$ cat src/rtl/ccx_pkg.sv
package ccx_pkg;
  typedef enum logic [1:0] {
    EDGE_NONE = 2'd0,
    EDGE_RISE = 2'd1,
    EDGE_FALL = 2'd2,
    EDGE_BOTH = 2'd3
  } edge_sel_e;

  typedef enum logic [2:0] {
    OM_BIT     = 3'd0,
    OM_SET     = 3'd1,
    OM_TOG_RST = 3'd2,
    OM_SET_RST = 3'd3,
    OM_TOG     = 3'd4,
    OM_RST     = 3'd5,
    OM_TOG_SET = 3'd6,
    OM_RST_SET = 3'd7
  } out_mode_e;
endpackage

$ cat src/rtl/ccx_capture_in.sv
module ccx_capture_in
  import ccx_pkg::*;
#(
  parameter int SYNC_STAGES = 2
) (
  input  logic       clk,
  input  logic       rst,
  input  logic       in_a,
  input  logic       in_b,
  input  logic [1:0] in_sel,
  input  logic       sync_en,
  input  logic [1:0] edge_sel,
  output logic       cap_evt,
  output logic       lvl_q
);
  localparam int LAST = SYNC_STAGES - 1;

  logic                   raw;
  logic [SYNC_STAGES-1:0] sync_q;
  logic                   sdly_q;
  logic                   cur, prv, rise, fall;

  always_comb begin
    unique case (in_sel)
      2'd0:    raw = in_a;
      2'd1:    raw = in_b;
      2'd2:    raw = 1'b0;
      default: raw = 1'b1;
    endcase
  end

  always_ff @(posedge clk) begin
    if (rst) begin
      lvl_q  <= 1'b0;
      sync_q <= '0;
      sdly_q <= 1'b0;
    end else begin
      lvl_q  <= raw;
      sync_q <= {sync_q[LAST-1:0], raw};
      sdly_q <= sync_q[LAST];
    end
  end

  // raw path compares against last sample; synced path against delayed last stage
  assign cur  = sync_en ? sync_q[LAST] : raw;
  assign prv  = sync_en ? sdly_q : lvl_q;
  assign rise = cur & ~prv;
  assign fall = ~cur & prv;

  always_comb begin
    unique case (edge_sel_e'(edge_sel))
      EDGE_RISE: cap_evt = rise;
      EDGE_FALL: cap_evt = fall;
      EDGE_BOTH: cap_evt = rise | fall;
      default:   cap_evt = 1'b0;
    endcase
  end

  a_r2_ground_no_edge: assert property (@(posedge clk) disable iff (rst)
    (in_sel == 2'd2 && $past(in_sel) == 2'd2 && !sync_en) |-> !cap_evt)
    else $error("R2: constant-low source produced an edge");

  a_r3_none_no_evt: assert property (@(posedge clk) disable iff (rst)
    (edge_sel == 2'd0) |-> !cap_evt)
    else $error("R3: edge select none produced an event");
endmodule

$ cat src/rtl/ccx_cmp_detect.sv
module ccx_cmp_detect #(
  parameter int W = 16
) (
  input  logic         clk,
  input  logic         rst,
  input  logic [W-1:0] cnt,
  input  logic [W-1:0] cmp,
  output logic         eq_evt
);
  logic match, match_q;

  assign match  = (cnt == cmp);
  assign eq_evt = match & ~match_q;

  always_ff @(posedge clk) begin
    if (rst) match_q <= 1'b0;
    else     match_q <= match;
  end

  a_r8_single_pulse: assert property (@(posedge clk) disable iff (rst)
    eq_evt |=> !eq_evt)
    else $error("R8: equality event lasted more than one cycle");
endmodule

$ cat src/rtl/ccx_out_unit.sv
module ccx_out_unit
  import ccx_pkg::*;
(
  input  logic       clk,
  input  logic       rst,
  input  logic [2:0] mode,
  input  logic       out_bit,
  input  logic       eq_evt,
  input  logic       per_evt,
  output logic       out_q
);
  logic nxt;

  always_comb begin
    nxt = out_q;
    unique case (out_mode_e'(mode))
      OM_BIT: nxt = out_bit;
      OM_SET: if (eq_evt) nxt = 1'b1;
      OM_TOG: if (eq_evt) nxt = ~out_q;
      OM_RST: if (eq_evt) nxt = 1'b0;
      OM_TOG_RST: begin
        if (eq_evt)  nxt = ~out_q;
        if (per_evt) nxt = 1'b0;
      end
      OM_SET_RST: begin
        if (eq_evt)  nxt = 1'b1;
        if (per_evt) nxt = 1'b0;
      end
      OM_TOG_SET: begin
        if (eq_evt)  nxt = ~out_q;
        if (per_evt) nxt = 1'b1;
      end
      default: begin
        if (eq_evt)  nxt = 1'b0;
        if (per_evt) nxt = 1'b1;
      end
    endcase
  end

  always_ff @(posedge clk) begin
    if (rst) out_q <= 1'b0;
    else     out_q <= nxt;
  end

  a_r9_bit_follow: assert property (@(posedge clk) disable iff (rst)
    (mode == 3'd0) |=> (out_q == $past(out_bit)))
    else $error("R9: output did not follow software bit");

  a_r10_set_holds: assert property (@(posedge clk) disable iff (rst)
    (mode == 3'd1 && out_q) |=> out_q)
    else $error("R10: set mode dropped the output");

  a_r11_period_reset: assert property (@(posedge clk) disable iff (rst)
    ((mode == 3'd2 || mode == 3'd3) && per_evt) |=> !out_q)
    else $error("R11: period event did not reset output");

  a_r11_period_set: assert property (@(posedge clk) disable iff (rst)
    ((mode == 3'd6 || mode == 3'd7) && per_evt) |=> out_q)
    else $error("R11: period event did not set output");
endmodule

$ cat src/rtl/ccx_channel.sv
module ccx_channel #(
  parameter int W           = 16,
  parameter int SYNC_STAGES = 2
) (
  input  logic         clk,
  input  logic         rst,
  input  logic [W-1:0] cnt_val,
  input  logic [W-1:0] cmp_val,
  input  logic         per_eq,
  input  logic         cap_mode,
  input  logic [1:0]   cap_edge,
  input  logic [1:0]   in_sel,
  input  logic         sync_en,
  input  logic         in_a,
  input  logic         in_b,
  input  logic [2:0]   out_mode,
  input  logic         out_bit,
  input  logic         irq_en,
  input  logic         flag_clr,
  input  logic         ovf_clr,
  output logic [W-1:0] cap_val,
  output logic         in_lvl,
  output logic         out_pin,
  output logic         flag,
  output logic         ovf,
  output logic         irq
);
  logic         cap_evt, eq_evt, take, set_flag;
  logic [W-1:0] cap_q;
  logic         flag_q, ovf_q;

  ccx_capture_in #(.SYNC_STAGES(SYNC_STAGES)) u_cap (
    .clk(clk), .rst(rst), .in_a(in_a), .in_b(in_b), .in_sel(in_sel),
    .sync_en(sync_en), .edge_sel(cap_edge), .cap_evt(cap_evt), .lvl_q(in_lvl)
  );

  ccx_cmp_detect #(.W(W)) u_cmp (
    .clk(clk), .rst(rst), .cnt(cnt_val), .cmp(cmp_val), .eq_evt(eq_evt)
  );

  ccx_out_unit u_out (
    .clk(clk), .rst(rst), .mode(out_mode), .out_bit(out_bit),
    .eq_evt(eq_evt), .per_evt(per_eq), .out_q(out_pin)
  );

  assign take     = cap_mode & cap_evt;
  assign set_flag = cap_mode ? cap_evt : eq_evt;

  always_ff @(posedge clk) begin
    if (rst) begin
      cap_q  <= '0;
      flag_q <= 1'b0;
      ovf_q  <= 1'b0;
    end else begin
      if (take) cap_q <= cnt_val;
      flag_q <= set_flag | (flag_q & ~flag_clr);
      ovf_q  <= (take & flag_q & ~flag_clr) | (ovf_q & ~ovf_clr);
    end
  end

  assign cap_val = cap_q;
  assign flag    = flag_q;
  assign ovf     = ovf_q;
  assign irq     = flag_q & irq_en;

  a_r7_ovf_needs_flag: assert property (@(posedge clk) disable iff (rst)
    $rose(ovf_q) |-> $past(flag_q))
    else $error("R7: overflow without a pending flag");

  a_r7_ovf_sticky: assert property (@(posedge clk) disable iff (rst)
    (ovf_q && !ovf_clr) |=> ovf_q)
    else $error("R7: overflow cleared without request");

  a_r6_flag_sticky: assert property (@(posedge clk) disable iff (rst)
    (flag_q && !flag_clr) |=> flag_q)
    else $error("R6: flag cleared without request");

  a_r3_hold_in_compare: assert property (@(posedge clk) disable iff (rst)
    !cap_mode |=> $stable(cap_q))
    else $error("R3: capture register changed in compare mode");
endmodule

$ cat config.mk
export PLATFORM = sky130hd
export DESIGN_NAME = ccx_channel
export DESIGN_NICKNAME = d
export VERILOG_FILES = /design/src/rtl/ccx_pkg.sv /design/src/rtl/ccx_capture_in.sv /design/src/rtl/ccx_cmp_detect.sv /design/src/rtl/ccx_out_unit.sv /design/src/rtl/ccx_channel.sv
export SDC_FILE = /design/constraint.sdc
export NUM_CORES = 1
export LEC_CHECK = 0
export CAP_MARGIN = 20
export CELL_PAD_IN_SITES_DETAIL_PLACEMENT = 0
export CELL_PAD_IN_SITES_GLOBAL_PLACEMENT = 1
export CORE_ASPECT_RATIO = 0.8
export CORE_MARGIN = 1
export CORE_UTILIZATION = 28
export CTS_CLUSTER_DIAMETER = 100
export DETAILED_ROUTE_END_ITERATION = 6
export GPL_ROUTABILITY_DRIVEN = 1
export PLACE_DENSITY_LB_ADDON = 0.1
export SYNTH_ARGS = -nofsm -noshare
export SYNTH_HDL_FRONTEND = slang
export SYNTH_HIERARCHICAL = 1
export SYNTH_SLANG_ARGS = --single-unit
export TNS_END_PERCENT = 5
$ cat constraint.sdc
create_clock -name clk -period 2.4 [get_ports clk]
set_input_delay 0.48 -clock clk [delete_from_list [all_inputs] [get_ports clk]]
set_output_delay 0.48 -clock clk [all_outputs]
set_load 0.1 [all_outputs]
==> impl_summary.log <==
INFO  metric run_status = finished, final reports clean
INFO  metric detailedRoute.firstPassIterationCount = 4
INFO  metric die-area = 5123 um^2
INFO  metric path_clk_slew = 0.09 ns
INFO  metric rsz_0062_raised_after_global_routing = true
INFO  metric setup.worst_path.end_class = flip-flop
INFO  metric dpl.hpwl = 2687 um
INFO  metric synth.largest_area_cell = dfxtp_1
INFO  metric routed_wl = 3517 um
INFO  metric holdPathStages = 1
INFO  metric critPathMaxStageDelay = 0.41 ns
INFO  metric cell_area_synth = 1355 um^2
INFO  metric num_vias = 1281
INFO  metric report.final.setup_viol = 0
INFO  metric max-slew-margin-rel = 77.23%
INFO  metric syn_avg_cell_area = 9.410 um^2
INFO  metric syn_inst_count = 144
INFO  metric synth_enable_flop_cells = 0
INFO  metric cts-buffers-inserted = 3
INFO  metric place.port_buffers = 70
INFO  metric first_global_vias = 1223
INFO  metric grt_max_degree = 36
INFO  metric cts-root-to-sink-buffers = 2
INFO  metric cts_tree = yes
INFO  metric cts-root-buf = clkbuf_8
INFO  metric first_pass_grt_wire_length = 5651 um
INFO  metric cts.hold.buffers_added = 0
INFO  metric vdd_ir_drop_max = 0.2969 mV
INFO  metric initial_core_utilization = 29.30%
INFO  metric power.combinational.fraction = 34.9%
INFO  metric cts_max_level = 1
INFO  metric dominant_register_cell_in_the_synthesized_netlist = dfxtp_1
INFO  metric rr_startpoint = u_cap/sync_q[0]$_SDFF_PP0_
INFO  metric slew_viol_final = 0
INFO  metric largest_family_of_logic_cells_by_synthesized_area = compound AO/OA/AOI/OAI gates
INFO  metric maxCapViolations = 0
INFO  metric cp_cell_sequence = clkdlybuf4s50_1, xor2_1, nor4_2, buf_4, nand4_1, nor2_2, inv_1, ha_2, a22oi_2, a21o_1, o22ai_1
INFO  metric synth_compound_area_share = 27.98%
INFO  metric total_power = 0.001001 W
INFO  metric max_slew.worst_pin.slew = 0.3415 ns
INFO  metric final.min_clock_period = 2.310 ns
INFO  metric dp.cells = 279
INFO  metric final_cells = 283
INFO  metric worst-r2r-cell-count = 8
INFO  metric groute.usage.overall = 14.29%
INFO  metric worstSetupPathType = primary input to flip-flop
INFO  metric most_numerous_cell_in_the_yosys_netlist = dfxtp_1
INFO  metric synth_fa_ha_area_share = 3.693%
INFO  metric antenna_left = 0
INFO  metric netSwitchingPower = 0.0003314 W
INFO  metric synthXorXnorAreaFrac = 10.34%
INFO  metric report.final.hold_viol_count = 0
INFO  metric first_iter_violations = 24
INFO  metric synth.ff_latch_count = 23
INFO  metric coreArea = 4624 um^2
INFO  metric cts_sinks = 23
INFO  metric syn2layout_area_growth = 63.07%
INFO  metric power.static_leakage = 0.8937 nW
INFO  metric hold_path.startpoint = u_cap/sync_q[1]$_SDFF_PP0_
INFO  metric ys_seq_area_share = 33.98%
INFO  metric clockPowerShare = 24.7%
INFO  metric finalClockSkew = 0.004228 ns
INFO  metric wire_per_inst = 12.43 um
INFO  metric design.final.nets = 278
INFO  metric postSynthNetCount = 198
INFO  metric min_period_over_period = 96.24%
INFO  metric synth.area.mux_share = 0.8310%
INFO  metric post_layout_worst_setup_margin = 0.09013 ns
INFO  metric critical_path.max_fanout = 2
INFO  metric num_rows = 22
INFO  metric vias_per_cell = 4.527
INFO  metric route.detailed.drc = 0
INFO  metric finalWeightedCongestion = 0.6987
INFO  metric ioPinCount = 71
INFO  metric synth-simple-area-share = 15.05%
INFO  metric final.setup.tns = 0 ns
INFO  metric grt_antenna_before_repair = 0
INFO  metric worstSetupStartpoint = cmp_val[12]
INFO  metric antennaDiodeCount = 0
INFO  metric yosys.area.top_type_share = 33.98%
INFO  metric required = 2.55 ns
INFO  metric power-per-cell-area = 453.0 nW/um^2
INFO  metric clk_latency = 0.27 ns
INFO  metric async_reset_ff_share = 0%
INFO  metric synth.top_cells.by_count = dfxtp_1, nand3_1, xor2_1, a21bo_1, a21oi_2
INFO  metric p_int = 0.0006695 W
INFO  metric power.switching_fraction = 33.11%
INFO  metric floorplan.die.height = 64.22 um
INFO  metric critPathLaunchType = primary input
INFO  metric power.share.sequential = 40.3%
INFO  metric data_arrival_time_of_the_critical_path = 2.46 ns
INFO  metric remaining_overflow_grt = 0
INFO  metric max_freq = 432.9 MHz
INFO  metric worst_path_max_delay_cell = clkdlybuf4s50_1
INFO  metric post_synth_main_area_contributors = dfxtp_1, xor2_1, a21bo_1
INFO  metric worst_hold_slack = 0.4701 ns
INFO  metric timing.hold.worst.class = flip-flop to flip-flop
INFO  metric dp_slack = -0.3582 ns
INFO  metric post_synth_cell_types = 31
INFO  metric drive_above_1_share = 27.80%
INFO  metric die_width = 79.78 um
INFO  metric yosysWarnings = 6
INFO  metric post_cts.repair.setup_buffers = 0
[final timing paths]
path	slack (ns)	endpoint
max	0.09	u_out/out_q$_SDFF_PP0_
min	0.47	u_cap/sdly_q$_SDFF_PP0_
max reg2reg	0.67	cap_val[9]$_SDFFE_PP0P_
min reg2reg	0.47	u_cap/sdly_q$_SDFF_PP0_
[critical path: cells and delay by family]
kind                       cells  cell delay, ns
AOI/OAI and AO/OA              3            0.32
xor gates and xnor gates       1            0.18
adders and majority gates      1            0.18
buffers and inverters          3            0.64
and+or+nand+nor                3            0.65
[routing by layer]
metal / wire, um / global-route usage (%) / vias to the layer above
met5: 0 / 0 / -
met3: 248 / 5.000 / 2
li1: - / - / 661
met2: 1633 / 23.72 / 42
met1: 1618 / 17.85 / 576
met4: 16 / 2.679 / 0
[power groups by stage]
| stage | clock (W) | sequential (W) | combinational, W |
|---|---|---|---|
| 2_1_floorplan | 0 | 0.000504 | 0.000108 |
| 3_3_place_gp | 0 | 0.000412 | 0.000346 |
| 3_5_place_dp | 0 | 0.000413 | 0.000349 |
| 4_1_cts | 0.000263 | 0.000404 | 0.000353 |
| 5_1_grt | 0.000278 | 0.000406 | 0.000370 |
| 6_report | 0.000248 | 0.000404 | 0.000349 |
[layout make-up]
cell class	count	area (um^2)
Inverter	5	18.77
Clock buffer	4	45.04
Sequential cell	23	460.4
Multi-Input combinational cell	106	804.5
Tap cell	60	75.07
Timing Repair Buffer	85	805.8
Fill cell	468	2415
[metrics by stage]
step | util, % | instance area (um^2)
floorplan | - | 1355
global placement | 46.29 | 2141
detailed placement | 46.29 | 2141
CTS | 47.40 | 2192
global route | 47.78 | 2210
finish | 47.78 | 2210
[cells in the final DEF (no fill, tap or decap), drive strengths merged]
master         Yosys  layout
a221oi             1       1
o31a               1       1
nand2b             3       3
o21ai              4       4
a21bo             16      16
ha                 4       4
xor2              16      16
mux2               1       1
nor2               5       5
nand4b             1       1
nand4              1       1
nand3             16      16
buf               10      36
a21o               1       1
a22oi              1       1
o22ai              1       1
and2               1       1
o21a               1       1
dlymetal6s2s       0       3
nand2              4       4
nor4               4       4
clkbuf             0       4
clkdlybuf4s50      0      46
inv                5       5
a31oi              1       1
nor2b              4       4
dfxtp             23      23
a21oi             19      19
[state kept, by name (all words and copies together) (netlist names)]
| register | cells |
|---|---|
| cap_val | 16 |
| flag | 1 |
| ovf | 1 |
| u_cap/sdly_q | 1 |
| u_cap/sync_q | 2 |
| u_cmp/match_q | 1 |
| u_out/out_q | 1 |
[what timing repair did]
| item | in CTS | in global routing |
|---|---|---|
| endpoints found under the setup margin | 1 | 18 |
| gates resized for setup | 1 | 7 |
| pin swaps | 1 | 4 |
[cell families (layout without fill, tap and decap cells)]
kind of cell / after synthesis / in the layout
xor gates and xnor gates: 16 / 16
buffers and inverters: 15 / 94
and+or+nand+nor: 39 / 39
muxes: 1 / 1
adders and majority gates: 4 / 4
AOI/OAI and AO/OA: 46 / 46
DFF: 23 / 23
No activity file was read; power rests on OpenSTA's default activity.
